`config.mk`:
```
export PLATFORM = sky130hd
export DESIGN_NAME = mxc_switch_pattern
export DESIGN_NICKNAME = d
export VERILOG_FILES = /design/src/rtl/mxc_pkg.sv /design/src/rtl/mxc_line_timer.sv /design/src/rtl/mxc_up_wave.sv /design/src/rtl/mxc_down_wave.sv /design/src/rtl/mxc_gate_decode.sv /design/src/rtl/mxc_switch_pattern.sv
export SDC_FILE = /design/constraint.sdc
export NUM_CORES = 1
export LEC_CHECK = 0
export BUFFER_PORTS_ARGS = -buffer_cell sky130_fd_sc_hd__buf_2
export CELL_PAD_IN_SITES_DETAIL_PLACEMENT = 0
export CELL_PAD_IN_SITES_GLOBAL_PLACEMENT = 1
export CORE_AREA = 2 2 71 107
export CTS_CLUSTER_SIZE = 25
export DETAILED_ROUTE_END_ITERATION = 10
export DIE_AREA = 0 0 73 109
export PLACE_DENSITY = 0.85
export SYNTH_ARGS = -nofsm -noshare
export SYNTH_HDL_FRONTEND = slang
export SYNTH_SLANG_ARGS = --single-unit
```
`constraint.sdc`:
```
create_clock -name clk -period 4.65 [get_ports clk]
set_input_delay 0.465 -clock clk [delete_from_list [all_inputs] [get_ports clk]]
set_output_delay 0.465 -clock clk [all_outputs]
set_load 0.01 [all_outputs]
```
`src/rtl/mxc_pkg.sv`:
```
// Shared mode codes and gate bit positions for the switch pattern generator.
package mxc_pkg;
    typedef enum logic [1:0] {
        MODE_IDLE     = 2'b00,
        MODE_STEPDOWN = 2'b01,
        MODE_STEPUP   = 2'b10,
        MODE_RSVD     = 2'b11
    } mode_e;

    localparam int GATE_N = 8;
    localparam int G_S1A  = 0;
    localparam int G_S1B  = 1;
    localparam int G_S2A  = 2;
    localparam int G_S2B  = 3;
    localparam int G_S3A  = 4;
    localparam int G_S3B  = 5;
    localparam int G_S4A  = 6;
    localparam int G_S4B  = 7;
endpackage

```
`src/rtl/mxc_line_timer.sv`:
```
// Line timer: counts HALF_IN clocks per input half-cycle and flips the
// input polarity at each boundary.
// Assumes HALF_IN >= 2. Polarity starts positive. 'armed' rises at the
// first boundary and stays high until reset.
module mxc_line_timer #(
    parameter int HALF_IN = 500000
) (
    input  logic clk,
    input  logic rst_n,
    output logic tick,
    output logic line_pos,
    output logic armed
);
    localparam int CNT_W = $clog2(HALF_IN);
    localparam logic [CNT_W-1:0] LAST = CNT_W'(HALF_IN - 1);

    logic [CNT_W-1:0] cnt;

    // Boundary strobe on the last clock of each half-cycle.
    assign tick = (cnt == LAST);

    // Half-cycle counter, polarity flag and first-boundary arm.
    always_ff @(posedge clk) begin
        if (!rst_n) begin
            cnt      <= '0;
            line_pos <= 1'b1;
            armed    <= 1'b0;
        end else if (tick) begin
            cnt      <= '0;
            line_pos <= ~line_pos;
            armed    <= 1'b1;
        end else begin
            cnt <= cnt + 1'b1;
        end
    end

    AST_CNT_BOUND: assert property (@(posedge clk) disable iff (!rst_n)
        cnt <= LAST);
    AST_LINE_FLIP: assert property (@(posedge clk) disable iff (!rst_n)
        tick |=> (line_pos != $past(line_pos)));
    AST_LINE_HOLD: assert property (@(posedge clk) disable iff (!rst_n)
        !tick |=> $stable(line_pos));
endmodule

```
`src/rtl/mxc_up_wave.sv`:
```
// Step-up output wave: a fractional accumulator adds the ratio every clock
// and inverts the polarity each time the sum passes HALF_IN. This gives
// exactly 'nr' inversions per input half-cycle with no divider.
// Assumes nr <= HALF_IN and nr is constant between boundaries.
module mxc_up_wave #(
    parameter int HALF_IN = 500000,
    parameter int NR_W    = 4
) (
    input  logic            clk,
    input  logic            rst_n,
    input  logic            tick,
    input  logic [NR_W-1:0] nr,
    output logic            pol
);
    localparam int ACC_W = $clog2(HALF_IN + (1 << NR_W) + 1);
    localparam logic [ACC_W-1:0] LIMIT = ACC_W'(HALF_IN);

    logic [ACC_W-1:0] acc;
    logic [ACC_W-1:0] acc_sum;

    // Candidate sum for this clock.
    assign acc_sum = acc + ACC_W'(nr);

    // Accumulate, wrap and invert; resynchronise on every boundary.
    always_ff @(posedge clk) begin
        if (!rst_n) begin
            acc <= '0;
            pol <= 1'b1;
        end else if (tick) begin
            acc <= '0;
            pol <= ~pol;
        end else if (acc_sum >= LIMIT) begin
            acc <= acc_sum - LIMIT;
            pol <= ~pol;
        end else begin
            acc <= acc_sum;
        end
    end

    AST_ACC_BOUND: assert property (@(posedge clk) disable iff (!rst_n)
        acc < LIMIT);
    AST_UP_BOUNDARY: assert property (@(posedge clk) disable iff (!rst_n)
        tick |=> (pol != $past(pol)));
endmodule

```
`src/rtl/mxc_down_wave.sv`:
```
// Step-down output wave: counts input boundaries and inverts the polarity
// on every nr-th one. 'restart' clears the count after the decision.
// Assumes nr is constant between boundaries.
module mxc_down_wave #(
    parameter int NR_W = 4
) (
    input  logic            clk,
    input  logic            rst_n,
    input  logic            tick,
    input  logic            restart,
    input  logic [NR_W-1:0] nr,
    output logic            pol
);
    logic [NR_W-1:0] tcnt;
    logic [NR_W:0]   tnext;

    // Boundary count after this boundary.
    assign tnext = {1'b0, tcnt} + 1'b1;

    // Boundary counter with inversion and restart.
    always_ff @(posedge clk) begin
        if (!rst_n) begin
            tcnt <= '0;
            pol  <= 1'b1;
        end else if (tick) begin
            if (tnext >= {1'b0, nr}) begin
                pol  <= ~pol;
                tcnt <= '0;
            end else begin
                tcnt <= tnext[NR_W-1:0];
            end
            if (restart) begin
                tcnt <= '0;
            end
        end
    end

    AST_DN_HOLD: assert property (@(posedge clk) disable iff (!rst_n)
        !tick |=> $stable(pol));
    AST_DN_RESTART: assert property (@(posedge clk) disable iff (!rst_n)
        (tick && restart) |=> (tcnt == '0));
endmodule

```
`src/rtl/mxc_gate_decode.sv`:
```
// Gate decode: maps input and output polarity to the conducting switch
// pair. All lines stay low when 'enable' is low.
module mxc_gate_decode
    import mxc_pkg::*;
(
    input  logic              enable,
    input  logic              line_pos,
    input  logic              out_pos,
    output logic [GATE_N-1:0] gate
);
    // One switch pair per polarity combination.
    always_comb begin
        gate = '0;
        if (enable) begin
            unique case ({out_pos, line_pos})
                2'b11: begin gate[G_S1A] = 1'b1; gate[G_S4A] = 1'b1; end
                2'b10: begin gate[G_S3B] = 1'b1; gate[G_S2B] = 1'b1; end
                2'b01: begin gate[G_S2A] = 1'b1; gate[G_S3A] = 1'b1; end
                default: begin gate[G_S4B] = 1'b1; gate[G_S1B] = 1'b1; end
            endcase
        end
    end
endmodule

```
`src/rtl/mxc_switch_pattern.sv`:
```
// Top: latches mode and ratio at input boundaries, runs the line timer and
// both output waves, and decodes the gate lines.
// Assumes ratio <= HALF_IN. Illegal settings turn gating off and raise
// 'fault' from the boundary that sampled them.
module mxc_switch_pattern
    import mxc_pkg::*;
#(
    parameter int HALF_IN = 500000,
    parameter int NR_W    = 4
) (
    input  logic              clk,
    input  logic              rst_n,
    input  logic [1:0]        mode_sel,
    input  logic [NR_W-1:0]   ratio,
    output logic [GATE_N-1:0] gate,
    output logic              fault
);
    logic            tick;
    logic            line_pos;
    logic            armed;
    logic            up_pol;
    logic            dn_pol;
    logic            out_pos;
    logic            restart;
    logic            cfg_legal;
    logic            enable;
    mode_e           mode_act;
    logic [NR_W-1:0] nr_act;

    // Legality and change detection of the incoming setting.
    assign cfg_legal = ((mode_e'(mode_sel) == MODE_STEPUP) ||
                        (mode_e'(mode_sel) == MODE_STEPDOWN)) && (ratio != '0);
    assign restart   = tick && ((mode_e'(mode_sel) != mode_act) || (ratio != nr_act));

    // Setting latch, updated only on an input boundary.
    always_ff @(posedge clk) begin
        if (!rst_n) begin
            mode_act <= MODE_IDLE;
            nr_act   <= '0;
            fault    <= 1'b0;
        end else if (tick) begin
            mode_act <= mode_e'(mode_sel);
            nr_act   <= ratio;
            fault    <= ~cfg_legal;
        end
    end

    mxc_line_timer #(.HALF_IN(HALF_IN)) u_line (
        .clk(clk), .rst_n(rst_n), .tick(tick),
        .line_pos(line_pos), .armed(armed)
    );

    mxc_up_wave #(.HALF_IN(HALF_IN), .NR_W(NR_W)) u_up (
        .clk(clk), .rst_n(rst_n), .tick(tick), .nr(nr_act), .pol(up_pol)
    );

    mxc_down_wave #(.NR_W(NR_W)) u_down (
        .clk(clk), .rst_n(rst_n), .tick(tick), .restart(restart),
        .nr(nr_act), .pol(dn_pol)
    );

    // Output polarity of the active mode and gating enable.
    assign out_pos = (mode_act == MODE_STEPUP) ? up_pol : dn_pol;
    assign enable  = armed && !fault;

    mxc_gate_decode u_dec (
        .enable(enable), .line_pos(line_pos), .out_pos(out_pos), .gate(gate)
    );

    AST_FAULT_GATES_OFF: assert property (@(posedge clk) disable iff (!rst_n)
        fault |-> (gate == '0));
    AST_PAIR_ONLY: assert property (@(posedge clk) disable iff (!rst_n)
        (gate != '0) |-> ($countones(gate) == 2));
    AST_NO_LEG_SHORT: assert property (@(posedge clk) disable iff (!rst_n)
        !(gate[G_S1A] && gate[G_S2A]) && !(gate[G_S3B] && gate[G_S4B]));
    AST_CFG_HOLD: assert property (@(posedge clk) disable iff (!rst_n)
        !tick |=> ($stable(nr_act) && $stable(mode_act)));
    AST_DARK_UNTIL_ARMED: assert property (@(posedge clk) disable iff (!rst_n)
        !armed |-> (gate == '0));
endmodule

```
### Yosys cells after proc, flatten, opt, wreduce, memory -nomap -nowiden

Index checks and enable logic that the tools add are counted.

* register bits after elaboration: 53
* input port bits: 8
* output and inout bits: 9
* word-level logic and storage cells: 52

* add/sub/neg operators: 4
* order comparisons: 2
* eq/ne operators: 9
* muxes and demuxes: 11
* bitwise gates (word level): 5
* reductions and logical operators: 11

Operators with widths (number)
* $add A19 B1 Y19 const B: 1
* $add A19 B4 Y19: 1
* $eq A19 B19 Y1 const B: 1
* $ge A19 B19 Y1 const B: 1
* $mux W19: 1
* $sub A19 B19 Y19 const B: 1
* $eq A2 B2 Y1 const B: 4
* $mux W4: 2
* $mux W8: 1
* $mux W1: 7
* $add A4 B1 Y5 const B: 1
* $ge A5 B4 Y1: 1
* $not A1 Y1: 5
* $eq A2 B1 Y1 const B: 2
* $ne A4 B4 Y1: 1
* $reduce_bool A4 Y1: 1
* $logic_and A1 B1 Y1: 3
* $reduce_or A3 Y1: 1
* $logic_or A1 B1 Y1: 2
* $ne A2 B2 Y1: 1
* $reduce_and A2 Y1: 1
* $reduce_bool A2 Y1: 1
* $reduce_or A2 Y1: 1
* $logic_not A1 Y1: 1

### Logic depth before layout (Yosys ltp)

* depth in word-level cells: 6
* gate-level depth with buffers: 16
* gate-level depth less buffers: 15

### Cells and area by module

From an unflattened synthesis, not the netlist that was laid out.

* cell total of the unflattened synthesis: 369
* area, all modules: 3243.1 sq um

Modules (own cells, without submodules)
* mxc_up_wave: times used 1, cells an instance 176, area each 1442.6 sq um, seq. area each 400.4 sq um
* mxc_line_timer: times used 1, cells an instance 108, area each 991.0 sq um, seq. area each 420.4 sq um
* mxc_down_wave: times used 1, cells an instance 42, area each 380.4 sq um, seq. area each 100.1 sq um
* mxc_switch_pattern: times used 1, cells an instance 35, area each 361.6 sq um, seq. area each 140.1 sq um
* mxc_gate_decode: times used 1, cells an instance 8, area each 67.6 sq um, seq. area each 0.0 sq um

### Worst setup path before layout

No wires, ideal clock.

* kind: register to register
* from: register nr_act[0]
* to: register u_up.acc[14]
* setup time: 0.059 ns
* arrival: 3.485 ns
* data required time: 4.591 ns
* slack: 1.106 ns
* cell stages (with the launch flop): 17
* path buffers: 1
* clock period less this slack: 3.544 ns
* cell sequence: dfxtp_1 ha_1 inv_1 fa_1 nand2b_1 a21oi_2 nand2_1 xor2_1 ha_1 nand2_1 a21oi_1 o311a_1 o2111a_1 or2_1 buf_2 or4_1 nand2_1

* longest elaborated chain between the ends: 3
* elaborated cells between the ends (all ways): 4
* those cells by class: add/sub: 2; order compare: 1; mux: 1

Ends and longest elaborated chain
* start, declared: RTL line mxc_switch_pattern.sv:28 `logic [NR_W-1:0] nr_act;`
* start signal, assigned: RTL line mxc_switch_pattern.sv:43 `nr_act <= ratio;`
* $add A19 B4 Y19 (*): RTL line mxc_up_wave.sv:22 `assign acc_sum = acc + ACC_W'(nr);`
* $sub A19 B19 Y19 / $ge A19 B19 Y1 (equally long branches): RTL line mxc_up_wave.sv:33, mxc_up_wave.sv:32
* $mux W19 (*): RTL line mxc_up_wave.sv:32 `end else if (acc_sum >= LIMIT) begin`
* end signal, assigned: RTL line mxc_up_wave.sv:33 `acc <= acc_sum - LIMIT;`
* end signal, assigned: RTL line mxc_up_wave.sv:36 `acc <= acc_sum;`
* end, declared: RTL line mxc_up_wave.sv:18 `logic [ACC_W-1:0] acc;`

Every way passes the cells marked *; elsewhere a longest branch is shown, timed or not.
A chain may end at the register's enable or synchronous reset.

### Worst setup path in the final report

Ends and elaborated chain as after synthesis.

==> summary.md <==
| Metric | Value |
|---|---|
| Layout area overhead | 6.90% |
| Max Clk Rate | around 270 MHz |
| Pwr Density | between 200 and 250 nW/µm² |
| Startpoint types | flip-flop |
| CP max FO | 10 |
| Setup bufs post-CTS | 0 |
| Yosys top cell area share | 33.6% |
| Tcrit/Tclk final | 81.0% |
| Hold Violations, Final | 0 |
| WS Path Type | flip-flop to flip-flop |
| GPL Wtd Cong | between 0.9 and 1 |
| Syn Area/Cell | 8.42 µm² |
| Resize count post-CTS | 0 |
| Largest net degree at the start of global routing | 18 |
| Layout Cells excl Fill | 465 |
| Post-synth top area cell | dfxtp_1 |
| Worst Tran Pin Value | about 0.72 ns |
| Leak | about 1.2 nW |
| Post-Syn Instances | 375 |
| Nets | 404 |
| Initial Utilization | between 40 and 50% |
| Root Buffer | clkbuf_8 |
| Worst Skew | roughly 0.0069 ns |
| CTS tree | built |
| HPWL after DPL | 5270 µm |
| # port buffers | 16 |
| Setup TNS | 0 ns |
| Core Region | between 7000 and 8000 µm² |
| Vias in the first global route | 2,575 |
| Fill count | roughly 720 |
| Max_slew headroom | 51.3% |
| Max Cap Violations | 0 |
| Initial drt markers | 136 |
| DRC errors left | 0 |
| Fin util | 47.6% |
| Drt pass-1 iters | 4 |
| Hold Buf Count CTS | 0 |
| Top-count cell post-synth | dfxtp_1 |
| Peak VDD IR | 0.000102 V |
| Complex-gate fraction of the synthesized area | 14.0% |
| Max Buffers Root-to-Sink | 2 |
| Die ar. | 7960 µm² |
| Clock Latency Late Sink | 0.31 ns |
| Net Count, Synth | 395 |
| Synth Area in Simple Gates | 26.8% |
| Post-DRT Antenna Nets | 0 |
| Site Rows | 38 |
| Drt via density | 5.63 |
| Io pins | 17 |
| Global-route wire length before repair | 11,500 µm |
| Async set or reset register ratio after synthesis | 0% |
| CTS Buf Count | 5 |
| Yosys reg bits | 53 |
| H-tree Lvls | 2 |
| CP Data Arrival Time | 4.03 ns |
| Library cells used by synthesis | 66 |
| Mux contribution to synthesized area | 3.57% |
| Overflow after GRT | 0 |
| Netlist Area Pre-Place | 3160 µm² |
| Clock-pin slew on the worst setup and hold paths | 0.10 ns |
| Top_reg_cell synth | dfxtp_1 |
| Die height | 109 µm |
| Hold Path Class | primary input to flip-flop |
| Adder-cell area share of the yosys netlist | 4.99% |
| Dpl cells | 457 |
| Most frequent cells after synthesis | 53 x dfxtp_1, 47 x nor2_1, 29 x nand2_1, 23 x xor2_1, 21 x xnor2_1 |
| Layout cells sized above 1 | 10.1% |
| Final wirelength | 6820 µm |
| Final Setup Violations | 0 |
| Worst EP required | 4.91 ns |
| Ant. Diodes | 0 |
| Total track usage | 18.4% |
| Status | finished clean |
| CP endpoint kind | flip-flop |
| Synth Area in XOR/XNOR | 12.7% |
| Initial antenna violation count | 0 |
| Fin crit period | between 3 and 4 ns |
| Vias | 2,619 |
| Sinks on Clock Net | 53 |
| Ys Warns | 0 |
| RSZ-0062 raised after global routing | no |
| Final Max Tran Viols | 0 |
| Synth top area cells | dfxtp_1 34%, xor2_1 6.4%, xnor2_1 5.8% |
| Sequential fraction of the synthesis area | 33.6% |
| Power Total | 778 µW |
| Main combinational cell family by area after synthesis | simple AND/OR/NAND/NOR gates |
| Number of enable flip-flop cells after synthesis | 0 |
| WL/cell | between 10 and 15 µm |
| Chip width | 73 µm |
-- power by group --
group	switching, mW	internal [mW]	total (mW)	leakage (nW)
Clock	0.160	0.123	0.283	0.0478
Sequential	0.00342	0.457	0.460	0.428
Combinational	0.0220	0.0132	0.0352	0.732
-- path summary, 6_finish.rpt --
| kind | from | endpoint | slack [ns] | cells past startpoint |
|---|---|---|---|---|
| setup reg to reg | nr_act[0] | u_up.acc[14] | 0.88 | 16 |
| setup / recovery | nr_act[0] | u_up.acc[14] | 0.88 | 16 |
| hold / removal | rst_n | u_down.pol | 0.45 | 2 |
| hold reg to reg | u_line.cnt[0] | u_line.cnt[0] | 0.47 | 1 |
-- layout make-up --
class | count | area (µm²) | share of cell area, %
tap | 80 | 100 | 2.97
clock inverter | 2 | 16.3 | 0.482
sequential | 53 | 1060 | 31.4
clock buffer | 6 | 82.6 | 2.45
multi-input combinational | 294 | 1970 | 58.4
timing repair buffer | 19 | 103 | 3.04
inverter | 11 | 41.3 | 1.22
-- layer usage --
| layer | up-vias | share of wire, % | wire (µm) | global-route usage [%] |
|---|---|---|---|---|
| met2 | 48 | 53 | 3630 | 35.1 |
| met4 | 0 | 2.3 | 158 | 5.82 |
| met3 | 15 | 2.7 | 184 | 3.05 |
| met5 | - | 0 | 0 | 0 |
| li1 | 1334 | - | - | - |
| met1 | 1222 | 42 | 2850 | 19.9 |
-- cells by family (layout without fill, tap and decap cells) --
family / after synthesis / after routing
adders and majority gates: 12 / 12
xor gates and xnor gates: 45 / 45
buffers and inverters: 28 / 38
muxes: 11 / 11
DFF: 53 / 53
and+or+nand+nor: 166 / 166
AOI/OAI and AO/OA: 60 / 60
-- cells in the final DEF, fill, tap and decap left out, types with 6 or more instances in the layout --
cell / count
a21oi_1: 11
o21ai_0: 6
nand2_1: 29
inv_1: 11
xnor2_1: 21
nand4_1: 11
and2_1: 6
dfxtp_1: 53
ha_1: 11
nor2b_1: 11
nor3_1: 14
mux2i_1: 9
xor2_1: 23
nand3_1: 15
buf_2: 16
nor2_1: 47
clkbuf_8: 6
nand2b_1: 6
-- state kept, by name, indices dropped and copies added, names as in the netlist --
name and cells:
u_line.cnt 19, u_up.acc 19, nr_act 4, u_down.tcnt 4, mode_act 2, fault 1, u_down.pol 1, u_line.armed 1
u_line.line_pos 1, u_up.pol 1
-- stage by stage --
| step | area (µm²) | hold WS, ns | worst slack, ns |
|---|---|---|---|
| 3_5_place_dp | 3280 | 0.451 | 0.944 |
| 4_1_cts | 3370 | 0.444 | 0.888 |
| 3_3_place_gp | 3280 | 0.445 | 0.991 |
| 2_1_floorplan | 3160 | 0.430 | 1.11 |
| 5_1_grt | 3370 | 0.450 | 0.591 |
| 6_report | 3370 | 0.446 | 0.882 |
-- critical path: stages, from the launching register on --
cell and delay (ns):
dfxtp_1 0.42, ha_1 0.22, inv_1 0.06, fa_1 0.41, nand2b_1 0.22, a21oi_2 0.14
buf_4 0.17, nand2_1 0.07, xor2_1 0.18, ha_1 0.25, nand2_1 0.07, a21oi_1 0.08
o311a_1 0.37, o2111a_1 0.17, or2_1 0.33, or4_1 0.48, nand2_1 0.07
(Power assumes the default switching activity.)
